File: src/rtl/adc_seq_pkg.sv
package adc_seq_pkg;

  localparam int DATA_W  = 16;
  localparam int RED_MAX = 6;
  localparam int RED_W   = $clog2(RED_MAX + 1);
  localparam int IDX_W   = $clog2(DATA_W + 1);

  typedef enum logic [1:0] {
    ST_SLEEP,
    ST_CONV,
    ST_READY,
    ST_READ
  } seq_state_e;

  // conversion length shrinks by half per accepted reduction
  function automatic int unsigned conv_cycles(input int unsigned base,
                                              input logic [RED_W-1:0] red);
    return base >> red;
  endfunction

  // keep the top DATA_W-red bits (MSB aligned), steer off the reserved code
  function automatic logic [DATA_W-1:0] fmt_word(input logic [DATA_W-1:0] raw,
                                                 input logic [RED_W-1:0] red);
    logic [DATA_W-1:0] mask;
    logic [DATA_W-1:0] w;
    mask = {DATA_W{1'b1}} << red;
    w    = raw & mask;
    if (w == {1'b1, {(DATA_W-1){1'b0}}})
      w = w | (DATA_W'(1) << red);
    return w;
  endfunction

endpackage

File: src/rtl/adc_sclk_sync.sv
module adc_sclk_sync (
  input  logic clk,
  input  logic rst_n,
  input  logic sclk_i,
  output logic fall_o,
  output logic rise_o
);
  logic s1_q, s2_q, s3_q;

  always_ff @(posedge clk or negedge rst_n) begin
    if (!rst_n) begin
      s1_q <= 1'b1;
      s2_q <= 1'b1;
      s3_q <= 1'b1;
    end else begin
      s1_q <= sclk_i;
      s2_q <= s1_q;
      s3_q <= s2_q;
    end
  end

  assign fall_o = s3_q & ~s2_q;
  assign rise_o = ~s3_q & s2_q;
endmodule

File: src/rtl/adc_window_ctl.sv
module adc_window_ctl
  import adc_seq_pkg::*;
#(
  parameter int unsigned WIN_CYC  = 256,
  parameter int unsigned BASE_CYC = 4096
) (
  input  logic             clk,
  input  logic             rst_n,
  input  logic             start_i,
  input  logic             active_i,
  input  logic             fall_i,
  output logic             win_open_o,
  output logic             accept_o,
  output logic [RED_W-1:0] red_o,
  output logic             done_o
);
  localparam int unsigned SPAN = (BASE_CYC > WIN_CYC) ? BASE_CYC : WIN_CYC;
  localparam int CW = $clog2(SPAN + 2);

  logic [CW-1:0]    elapsed_q;
  logic [RED_W-1:0] red_q;

  assign win_open_o = active_i && (32'(elapsed_q) < WIN_CYC);
  assign accept_o   = win_open_o && fall_i && (red_q < RED_W'(RED_MAX));
  assign done_o     = active_i && !win_open_o &&
                      (32'(elapsed_q) >= conv_cycles(BASE_CYC, red_q));
  assign red_o      = red_q;

  always_ff @(posedge clk or negedge rst_n) begin
    if (!rst_n) begin
      elapsed_q <= '0;
      red_q     <= '0;
    end else if (start_i) begin
      elapsed_q <= '0;
      red_q     <= '0;
    end else begin
      if (active_i && !(&elapsed_q))
        elapsed_q <= elapsed_q + 1'b1;
      if (accept_o)
        red_q <= red_q + 1'b1;
    end
  end
endmodule

File: src/rtl/adc_seq_ctrl.sv
module adc_seq_ctrl
  import adc_seq_pkg::*;
#(
  parameter int unsigned WIN_CYC  = 256,
  parameter int unsigned BASE_CYC = 4096
) (
  input  logic              clk,
  input  logic              rst_n,
  input  logic              sclk_i,
  input  logic [1:0]        addr_i,
  input  logic [DATA_W-1:0] result_i,
  output logic              sdat_o,
  output logic [1:0]        chan_o
);
  seq_state_e        state_q;
  logic              fall_evt, rise_evt;
  logic              start_evt, active;
  logic              win_open, accept_evt, done_evt;
  logic [RED_W-1:0]  red;
  logic [DATA_W-1:0] word_q, word_sh;
  logic [IDX_W-1:0]  bit_idx_q, nbits;
  logic              sdat_q;

  adc_sclk_sync u_sync (
    .clk    (clk),
    .rst_n  (rst_n),
    .sclk_i (sclk_i),
    .fall_o (fall_evt),
    .rise_o (rise_evt)
  );

  assign start_evt = (state_q == ST_SLEEP) && fall_evt;
  assign active    = (state_q == ST_CONV);

  adc_window_ctl #(.WIN_CYC(WIN_CYC), .BASE_CYC(BASE_CYC)) u_win (
    .clk        (clk),
    .rst_n      (rst_n),
    .start_i    (start_evt),
    .active_i   (active),
    .fall_i     (fall_evt),
    .win_open_o (win_open),
    .accept_o   (accept_evt),
    .red_o      (red),
    .done_o     (done_evt)
  );

  assign nbits   = IDX_W'(DATA_W) - IDX_W'(red);
  assign word_sh = word_q << bit_idx_q;

  always_ff @(posedge clk or negedge rst_n) begin
    if (!rst_n) begin
      state_q   <= ST_SLEEP;
      sdat_q    <= 1'b1;
      chan_o    <= '0;
      word_q    <= '0;
      bit_idx_q <= '0;
    end else begin
      unique case (state_q)
        ST_SLEEP: begin
          sdat_q <= 1'b1;
          if (fall_evt) begin
            chan_o  <= addr_i;
            state_q <= ST_CONV;
          end
        end
        ST_CONV: begin
          if (done_evt) begin
            word_q  <= fmt_word(result_i, red);
            sdat_q  <= 1'b1;
            state_q <= ST_READY;
          end else if (accept_evt) begin
            sdat_q <= 1'b1;
          end else if (rise_evt || !win_open) begin
            sdat_q <= 1'b0;
          end
        end
        ST_READY: begin
          sdat_q <= 1'b1;
          if (fall_evt) begin
            sdat_q    <= word_q[DATA_W-1];
            bit_idx_q <= IDX_W'(1);
            state_q   <= ST_READ;
          end
        end
        ST_READ: begin
          if (fall_evt && bit_idx_q < nbits) begin
            sdat_q    <= word_sh[DATA_W-1];
            bit_idx_q <= bit_idx_q + 1'b1;
          end else if (rise_evt && bit_idx_q == nbits) begin
            sdat_q  <= 1'b1;
            state_q <= ST_SLEEP;
          end
        end
        default: state_q <= ST_SLEEP;
      endcase
    end
  end

  assign sdat_o = sdat_q;
endmodule

File: config.mk
export PLATFORM = sky130hd
export DESIGN_NAME = adc_seq_ctrl
export DESIGN_NICKNAME = d
export VERILOG_FILES = /design/src/rtl/adc_seq_pkg.sv /design/src/rtl/adc_sclk_sync.sv /design/src/rtl/adc_window_ctl.sv /design/src/rtl/adc_seq_ctrl.sv
export SDC_FILE = /design/constraint.sdc
export NUM_CORES = 1
export LEC_CHECK = 0
export BUFFER_PORTS_ARGS = -buffer_cell sky130_fd_sc_hd__buf_2
export CORE_MARGIN = 5
export CORE_UTILIZATION = 37
export CTS_CLUSTER_DIAMETER = 150
export DETAILED_ROUTE_END_ITERATION = 12
export SLEW_MARGIN = 40
export SYNTH_ARGS = -nofsm -noshare
export SYNTH_HDL_FRONTEND = slang
export SYNTH_HIERARCHICAL = 1
export SYNTH_SLANG_ARGS = --single-unit
File: constraint.sdc
create_clock -name clk -period 2.7 [get_ports clk]
set_clock_uncertainty 0.1 [all_clocks]
set_input_delay 0.405 -clock clk [delete_from_list [all_inputs] [get_ports clk]]
set_output_delay 0.405 -clock clk [all_outputs]
set_load 0.005 [all_outputs]
==> results of run 1 <==
## flip-flops by register name, summed over array words and instances, names as in the netlist
register / flops
sdat_o: 1
bit_idx_q: 5
word_q: 16
state_q: 2
chan_o: 2
u_win/elapsed_q: 13
u_sync/s2_q: 1
u_win/red_o: 3
u_sync/s1_q: 1
u_sync/s3_q: 1
## final timing paths
check                               start                 end  slack, ns  cells past startpoint
setup / recovery           u_win/red_o[1]              sdat_o       0.06                     12
hold / removal                     sclk_i         u_sync/s1_q       0.10                      1
setup reg to reg           u_win/red_o[1]              sdat_o       0.06                     12
hold reg to reg               u_sync/s1_q         u_sync/s2_q       0.26                      0
max in group asynchronous           rst_n         u_sync/s2_q       1.58                      3
min in group asynchronous           rst_n  u_win/elapsed_q[1]       0.35                      2
## logic make-up (layout without fill, tap and decap cells)
logic type / Yosys count / after routing
xor gates and xnor gates: 5 / 5
AOI/OAI and AO/OA: 64 / 64
adders and majority gates: 34 / 34
and+or+nand+nor: 136 / 136
muxes: 15 / 15
buffers and inverters: 36 / 81
DFF: 45 / 45
## layout make-up
class | count | area (um2)
inverters | 25 | 93.8
clock inverters | 2 | 35.0
repair buffers | 48 | 322
flip-flops and latches | 45 | 1130
multi-input cells | 254 | 1910
fillers | 803 | 4470
well taps | 105 | 131
clock buffers | 6 | 72.6
## metal layers
layer	part of all wire (%)	wire length, um
met5	0	0
met4	1.5	105
met3	3.2	225
met2	46	3250
met1	50	3530
## power by group
part           internal, mW  switching (mW)
logic                 0.693           0.782
clock network         0.275           0.233
registers             0.804           0.120
## cells in the final DEF (no fill, tap or decap), types with 4 or more instances in the layout
cell / synthesis / layout
nor3_1: 11 / 11
xnor2_1: 5 / 5
a21oi_1: 18 / 15
mux2i_1: 7 / 7
ha_1: 34 / 26
buf_4: 0 / 22
dfstp_2: 4 / 4
buf_2: 3 / 23
o21ai_0: 7 / 6
a211oi_1: 9 / 7
inv_2: 1 / 4
ha_2: 0 / 5
clkbuf_8: 0 / 5
and3_1: 5 / 4
nand2_1: 50 / 48
dfrtp_1: 41 / 39
nor2b_1: 5 / 5
nor2_1: 23 / 22
o31ai_1: 4 / 4
nand3_1: 7 / 6
nand2b_1: 4 / 4
nand4_1: 5 / 5
inv_1: 24 / 21
## stage by stage
stage          setup slack (ns)  power, mW  hold slack (ns)
6_report                 0.0593       2.91            0.103
4_1_cts                  0.0364       2.78           0.0904
3_3_place_gp            -0.0456       2.22            0.133
2_1_floorplan            0.0115       1.80          0.00941
5_1_grt                 -0.0979       3.17           0.0800
3_5_place_dp            -0.0858       2.24            0.130
## what timing repair did
| action | CTS | global route |
|---|---|---|
| hold endpoints to repair | 4 | 0 |
| setup buffers | 0 | 1 |
| pin swaps | 4 | 4 |
| gates resized for setup | 3 | 29 |
| cloned | 0 | 0 |
| hold buffers | 1 | 0 |
| endpoints found under the setup margin | 1 | 13 |
## critical path, delay by kind of cell (launching register included)
family                   cells  cell delay, ns
AND/OR/NAND/NOR              4            0.72
flip-flops                   1            0.45
AO/OA/AOI/OAI                1            0.14
buffers and inverters        4            0.50
adder cells (fa/ha/maj)      3            0.64
==> results.json, run 1 <==
{
  "synthTopCellsByArea": "dfrtp_1, ha_1, nand2_1, dfstp_2, a21oi_1",
  "wl_per_cell_um": 14.7,
  "crit_arrival_ns": 2.75,
  "synth.most_common_cell": "nand2_1",
  "drt_iter0_markers": 123,
  "dpl_cell_area_um2": 3450,
  "rsz0062_at_grt": "true",
  "async_reset_ff_share_pct": 100,
  "path_max_fanout": 5,
  "netlist_instances": 335,
  "ant_nets": 0,
  "num_vias": 2600,
  "pwr_density_cell_nw_per_um2": 785,
  "yosys.area_share.simple_pct": 22.6,
  "hold_path_class": "input pin to register",
  "worst_slew_pin_slew_ns": 0.644,
  "syn_area_um2": 3080,
  "diodes": 0,
  "fp.dieH_um": 101,
  "clk_latency_ns": 0.30,
  "fmax_ghz": 0.379,
  "die-area_um2": 10200,
  "gr-usage-met2_pct": 22.6,
  "cts_tree": "built",
  "setup_viol_count_final": 0,
  "crit_path_start_kind": "register",
  "track_usage_pct": 14.8,
  "clock-sinks": 45,
  "nNetsFinal": 434,
  "finish.utilization_pct": 45.3,
  "remaining_drc_errors": 0,
  "period_needed_ns": 2.64,
  "slowest_stage": "dfrtp_2",
  "finalNonFillerCells": 485,
  "drt_pass1_iterations": 4,
  "initial_core_util_pct": 37.7,
  "cts_buffers": 5,
  "report.final.slew_viol_count": 0,
  "gp_congestion": 0.910,
  "root_buffer": "clkbuf_8",
  "setup-tns-final_ns": 0,
  "use_met1_pct": 21.8,
  "rows": 33,
  "place_hpwl_mm": 5.40,
  "io_pins": 24,
  "status": "finished clean",
  "maxSlewHeadroom_pct": 56.5,
  "synth-edff-count": 0,
  "synthTopCellsByCount": "nand2_1, dfrtp_1, ha_1",
  "postSynthNetCount": 390,
  "yosys_warnings": 6,
  "slowest_delay_ns": 0.45,
  "p_leak_nw": 1.67,
  "die_width_um": 101,
  "end_kind": "register",
  "timing_worst_setup_path_type": "register to register",
  "finalHoldViolations": 0,
  "grt_pass1_wl_mm": 12.3,
  "ys_seq_elements": 45,
  "grt_pass1_vias": 2548,
  "grt_util_met3_pct": 1.93,
  "via_per_inst": 5.36,
  "routed_wirelength_mm": 7.11,
  "synth_top_area_cell": "dfrtp_1",
  "area_growth_pct": 20.2,
  "cts_max_level": 2,
  "antenna_found_initial": 0,
  "core_area_um2": 8180,
  "fin_area_um2": 3700,
  "busiest_layer": "met2",
  "finalCritPeriodShare_pct": 97.8,
  "clk_pin_slew_ns": 0.08,
  "clk_path_buf_depth": 2,
  "synth_ff_type": "dfrtp_1",
  "seq_area_frac_synth_pct": 36.7,
  "maxCapViolCount": 0,
  "layout-drive-gt1-share_pct": 26.3,
  "synthAdderAreaFrac_pct": 13.8,
  "crit_chain": "buf_4 > inv_1 > ha_2 > ha_2 > inv_1 > ha_4 > and3_4 > o21ai_1 > nand3_2 > buf_4 > and4b_1 > nor3_1",
  "synth_mux_area_share_pct": 6.30,
  "yosysTopAreaCellShare_pct": 33.3,
  "synth_compound_gate_area_share_pct": 14.0,
  "yosys.area_share.xor_xnor_pct": 1.42,
  "vdd_ir_drop_max_mv": 0.365,
  "synth_top_family_by_area": "simple AND/OR/NAND/NOR gates",
  "grt.overflow.total": 0,
  "numPortBuffers": 23,
  "place_inst": 475,
  "avgSynthCellArea_um2": 9.19,
  "synth_cell_types": 58,
  "crit_required_ns": 2.80,
  "grt_max_degree": 26
}
Note: power is estimated with default switching activity, not from simulation.
==> run 2, diff against run 1 <==
Settings changed: CORE_ASPECT_RATIO set to 0.6, SLEW_MARGIN 40 to 20.
==> results.json, run 2 (synthesis gave the netlist of run 1 again) <==
{
  "final_common_cell": "nand2_1",
  "largest_reg_flops": 16,
  "layout-drive-gt1-share_pct": 30.6,
  "crit_arrival_ns": 2.74,
  "drt_iter0_markers": 218,
  "area_growth_pct": 29.2,
  "p_leak_nw": 1.78,
  "cts_max_level": 2,
  "status": "finished clean",
  "finish.utilization_pct": 49.9,
  "finalCritPeriodShare_pct": 98.5,
  "nNetsFinal": 449,
  "antenna_found_initial": 0,
  "timing_worst_setup_path_type": "register to register",
  "die_width_um": 128,
  "diodes": 0,
  "seq_power_share_pct": 28.0,
  "n_fill_cell": 751,
  "gp_congestion": 0.939,
  "p_sw_share_pct": 37.9,
  "maxCapViolCount": 0,
  "rsz0062_at_grt": "true",
  "layout_common_cells": "nand2_1, dfrtp_1, buf_4",
  "pwr_density_cell_nw_per_um2": 841,
  "intPower_mw": 2.08,
  "root_buffer": "clkbuf_16",
  "via_per_inst": 5.40,
  "clk_latency_ns": 0.30,
  "grt_pass1_wl_mm": 13.4,
  "crit_required_ns": 2.78,
  "rows": 25,
  "ctsHoldBuffers": 0,
  "clockPowerShare_pct": 22.1,
  "dp_slack_ns": -0.0638,
  "drt_pass1_iterations": 4,
  "numPortBuffers": 23,
  "wl_per_cell_um": 16.0,
  "cts_tree": "built",
  "multi_input_area_um2": 2000,
  "finalWorstSetupSlack_ns": 0.0417,
  "p_switching_mw": 1.27,
  "cts_buffers": 5,
  "clk_pin_slew_ns": 0.07,
  "power.total_mw": 3.34,
  "crit_path_start_kind": "register",
  "clk_path_buf_depth": 2,
  "regMostFlops": "word_q",
  "combPwrFrac_pct": 50.0,
  "grt_pass1_vias": 2557,
  "largestRegisters": "word_q (16), u_win/elapsed_q (13), bit_idx_q (5)",
  "remaining_drc_errors": 0,
  "die-area_um2": 10300,
  "num_vias": 2717,
  "report.final.slew_viol_count": 0,
  "whs_ns": 0.100,
  "ant_nets": 0,
  "path_max_fanout": 4,
  "io_pins": 24,
  "fmax_ghz": 0.376,
  "vdd_ir_drop_max_mv": 0.319,
  "period_needed_ns": 2.66,
  "hold_path_class": "input pin to register",
  "finalHoldViolations": 0,
  "place_inst": 487,
  "finalNonFillerCells": 503,
  "core_area_um2": 7980,
  "initial_core_util_pct": 38.6,
  "regArea_um2": 1130,
  "maxSlewHeadroom_pct": 40.9,
  "worst_slew_pin_slew_ns": 0.887,
  "end_kind": "register",
  "track_usage_pct": 16.6,
  "setup_viol_count_final": 0,
  "grt_max_degree": 39,
  "clock-sinks": 45,
  "routed_wirelength_mm": 8.07,
  "place_hpwl_mm": 5.85,
  "fp.dieH_um": 80.7,
  "grt.overflow.total": 0
}
## run 2: critical path, cell delays in order (launching register included)
cell and delay (ns):
dfrtp_2 0.44, buf_4 0.14, ha_1 0.21, nand2_2 0.09
ha_4 0.20, a21oi_1 0.12, nand2_1 0.11, a31oi_4 0.23
a21oi_4 0.11, and2_4 0.19, nand2_4 0.09, nor4_4 0.04
buf_4 0.16, a221o_1 0.30
## run 2: power by group through the flow
stage	registers, mW	clock network, mW	logic [mW]
floorplan	0.926	0	0.878
CTS	0.913	0.752	1.48
global placement	0.923	0	1.37
global route	0.953	0.781	1.87
detailed placement	0.926	0	1.39
finish	0.935	0.738	1.67
## run 2: area by class of cell
class,count,share of cell area [%]
Clock buffer,6,3.49
Clock inverter,2,0.943
Inverter,25,2.42
Multi-Input combinational cell,254,50.2
Sequential cell,45,28.5
Tap cell,108,3.40
Timing Repair Buffer,63,11.0
## run 2: final timing paths
| check | cells after the start | start | to | slack (ns) |
|---|---|---|---|---|
| max in group asynchronous | 2 | rst_n | word_q[2] | 1.74 |
| hold reg to reg | 0 | u_sync/s1_q | u_sync/s2_q | 0.26 |
| setup / recovery | 13 | u_win/red_o[0] | word_q[4] | 0.04 |
| setup reg to reg | 13 | u_win/red_o[0] | word_q[4] | 0.04 |
| hold / removal | 1 | sclk_i | u_sync/s1_q | 0.10 |
| min in group asynchronous | 1 | rst_n | u_win/elapsed_q[0] | 0.13 |
## run 2: per-stage QoR
| stage | instance area [um2] | setup TNS (ns) |
|---|---|---|
| after floorplan | 3080 | 0 |
| after global placement | 3510 | -0.0422 |
| after detailed placement | 3510 | -0.228 |
| after CTS | 3760 | 0 |
| after global routing | 3980 | -0.206 |
| final | 3980 | 0 |
## run 2: what timing repair did
item / 4_1_cts / 5_1_grt
setup endpoints to repair: 6 / 15
gates resized for setup: 8 / 38
pin swaps: 4 / 21
setup buffers: 4 / 4
## run 2: per-layer routing
layer	global-route usage [%]	routed length [um]
met4	5.83	105
met2	20.4	3000
met3	4.45	509
met1	26.6	4450
met5	0	0
==> run 3, diff against run 2 <==
==> constraint.sdc (replaced) <==
create_clock -name clk -period 2.7 [get_ports clk]
set_clock_uncertainty 0.1 [all_clocks]
set_input_delay 0 -clock clk [delete_from_list [all_inputs] [get_ports clk]]
set_output_delay 0 -clock clk [all_outputs]
set_load 0.005 [all_outputs]
==> results.json, run 3 (synthesis gave the netlist of run 1 again) <==
{
  "wl_per_cell_um": 16.0,
  "drt_iter0_markers": 198,
  "cpMostUsedCell": "ha_4",
  "maxCapViolCount": 0,
  "p_switching_mw": 1.27,
  "crit_arrival_ns": 2.74,
  "cts_tree": "built",
  "setup_viol_count_final": 0,
  "dp_slack_ns": -0.0876,
  "hold_path_class": "input pin to register",
  "die_width_um": 128,
  "diodes": 0,
  "finalWorstSetupSlack_ns": 0.0766,
  "io_pins": 24,
  "p_leak_nw": 1.82,
  "rsz0062_at_grt": "true",
  "grt_pass1_vias": 2606,
  "critPathTopFamily": "compound AO/OA/AOI/OAI gates",
  "timing_worst_setup_path_type": "register to register",
  "seq_power_share_pct": 28.5,
  "grt.overflow.total": 0,
  "p_sw_share_pct": 39.2,
  "path_max_fanout": 5,
  "fp.dieH_um": 80.7,
  "ant_nets": 0,
  "pwr_density_cell_nw_per_um2": 796,
  "multi_input_area_um2": 2000,
  "largest_reg_flops": 16,
  "finalCritPeriodShare_pct": 97.2,
  "cts_max_level": 2,
  "status": "finished clean",
  "antenna_found_initial": 0,
  "crit_chain": "ha_2 > ha_4 > inv_4 > ha_4 > o211ai_1 > nand2_1 > a31oi_4 > a21oi_4 > nor2_2 > a21oi_1 > a211o_1 > nor4_2 > nor3_2",
  "clk_pin_slew_ns": 0.07,
  "slowest_delay_ns": 0.43,
  "maxSlewHeadroom_pct": 46.7,
  "nNetsFinal": 461,
  "root_buffer": "clkbuf_16",
  "clock-sinks": 45,
  "regMostFlops": "word_q",
  "place_hpwl_mm": 6.10,
  "fmax_ghz": 0.381,
  "vdd_ir_drop_max_mv": 0.376,
  "gp_congestion": 0.868,
  "crit_path_start_kind": "register",
  "whs_ns": 0.0919,
  "layout_common_cells": "nand2_1, dfrtp_1, buf_4",
  "track_usage_pct": 16.7,
  "largestRegisters": "word_q (16), u_win/elapsed_q (13), bit_idx_q (5)",
  "grt_pass1_wl_mm": 13.5,
  "layout-drive-gt1-share_pct": 28.3,
  "report.final.slew_viol_count": 0,
  "via_per_inst": 5.27,
  "regArea_um2": 1130,
  "remaining_drc_errors": 0,
  "core_area_um2": 7980,
  "end_kind": "register",
  "grt_max_degree": 26,
  "period_needed_ns": 2.62,
  "n_fill_cell": 709,
  "initial_core_util_pct": 38.6,
  "clockPowerShare_pct": 19.3,
  "num_vias": 2716,
  "clk_latency_ns": 0.30,
  "worst_slew_pin_slew_ns": 0.789,
  "final_common_cell": "nand2_1",
  "rows": 25,
  "intPower_mw": 1.97,
  "drt_pass1_iterations": 5,
  "slowest_stage": "dfrtp_1",
  "crit_required_ns": 2.82,
  "numPortBuffers": 23,
  "critPathBufInv": 1,
  "cts_buffers": 5,
  "combPwrFrac_pct": 52.1,
  "area_growth_pct": 31.9,
  "die-area_um2": 10300,
  "clk_path_buf_depth": 2,
  "finalHoldViolations": 0,
  "routed_wirelength_mm": 8.25
}
## run 3: cell count changes in the layout (fill, tap and decap cells not counted), sizes merged
cell,delta
dlygate4sd3,+16
bufinv,-1
clkinvlp,+1
buf,-4
## run 3: what timing repair did
| item | 4_1_cts | 5_1_grt |
|---|---|---|
| resized for setup | 4 | 37 |
| hold buffers | 16 | 0 |
| setup buffers | 2 | 2 |
| hold endpoints to repair | 38 | 0 |
| pin swaps | 4 | 11 |
| setup endpoints to repair | 10 | 19 |
## run 3: path summary, 6_finish.rpt
kind | startpoint | end | slack (ns) | cells past startpoint
min in group asynchronous | rst_n | u_win/elapsed_q[1] | 0.14 | 2
hold reg to reg | u_sync/s1_q | u_sync/s2_q | 0.26 | 0
setup / recovery | u_win/red_o[0] | sdat_o | 0.08 | 13
setup reg to reg | u_win/red_o[0] | sdat_o | 0.08 | 13
hold / removal | result_i[1] | word_q[1] | 0.09 | 4
max in group asynchronous | rst_n | sdat_o | 1.69 | 3
## run 3: stage by stage
stage | cells | power [mW] | area [um2] | utilization (%) | setup TNS [ns]
floorplan | 335 | 1.80 | 3080 | - | 0
global placement | 487 | 2.29 | 3510 | 44.0 | -0.0661
detailed placement | 487 | 2.31 | 3510 | 44.0 | -0.415
CTS | 513 | 3.00 | 3840 | 48.2 | 0
global route | 515 | 3.46 | 4060 | 50.9 | -0.0666
finish | 515 | 3.23 | 4060 | 50.9 | 0
## run 3: per-layer routing
| metal | track usage [%] | up-vias | part of all wire, % |
|---|---|---|---|
| met4 | 4.77 | 0 | 0.95 |
| met1 | 27.0 | 1288 | 55 |
| li1 | - | 1335 | - |
| met5 | 0 | - | 0 |
| met2 | 21.5 | 87 | 38 |
| met3 | 3.46 | 6 | 6.1 |
## run 3: power groups by stage
stage | sequential (mW) | clock (mW) | combinational, mW
6_report | 0.922 | 0.625 | 1.69
5_1_grt | 0.941 | 0.674 | 1.85
4_1_cts | 0.915 | 0.640 | 1.44
3_5_place_dp | 0.928 | 0 | 1.38
3_3_place_gp | 0.924 | 0 | 1.37
2_1_floorplan | 0.926 | 0 | 0.878
## run 3: layout make-up
type	instances	area share, %
multi-input combinational	254	49.2
sequential	45	27.9
clock buffer	6	3.17
timing repair buffer	75	13.6
tap	108	3.33
inverter	25	2.37
clock inverter	2	0.370
## run 3: worst reg2reg max path, delay by kind of cell (launching register included)
kind	cells	cell delay (ns)
compound gates	5	0.80
fa+ha+maj	3	0.57
buf+inv	1	0.05
flops	1	0.43
simple gates	4	0.61
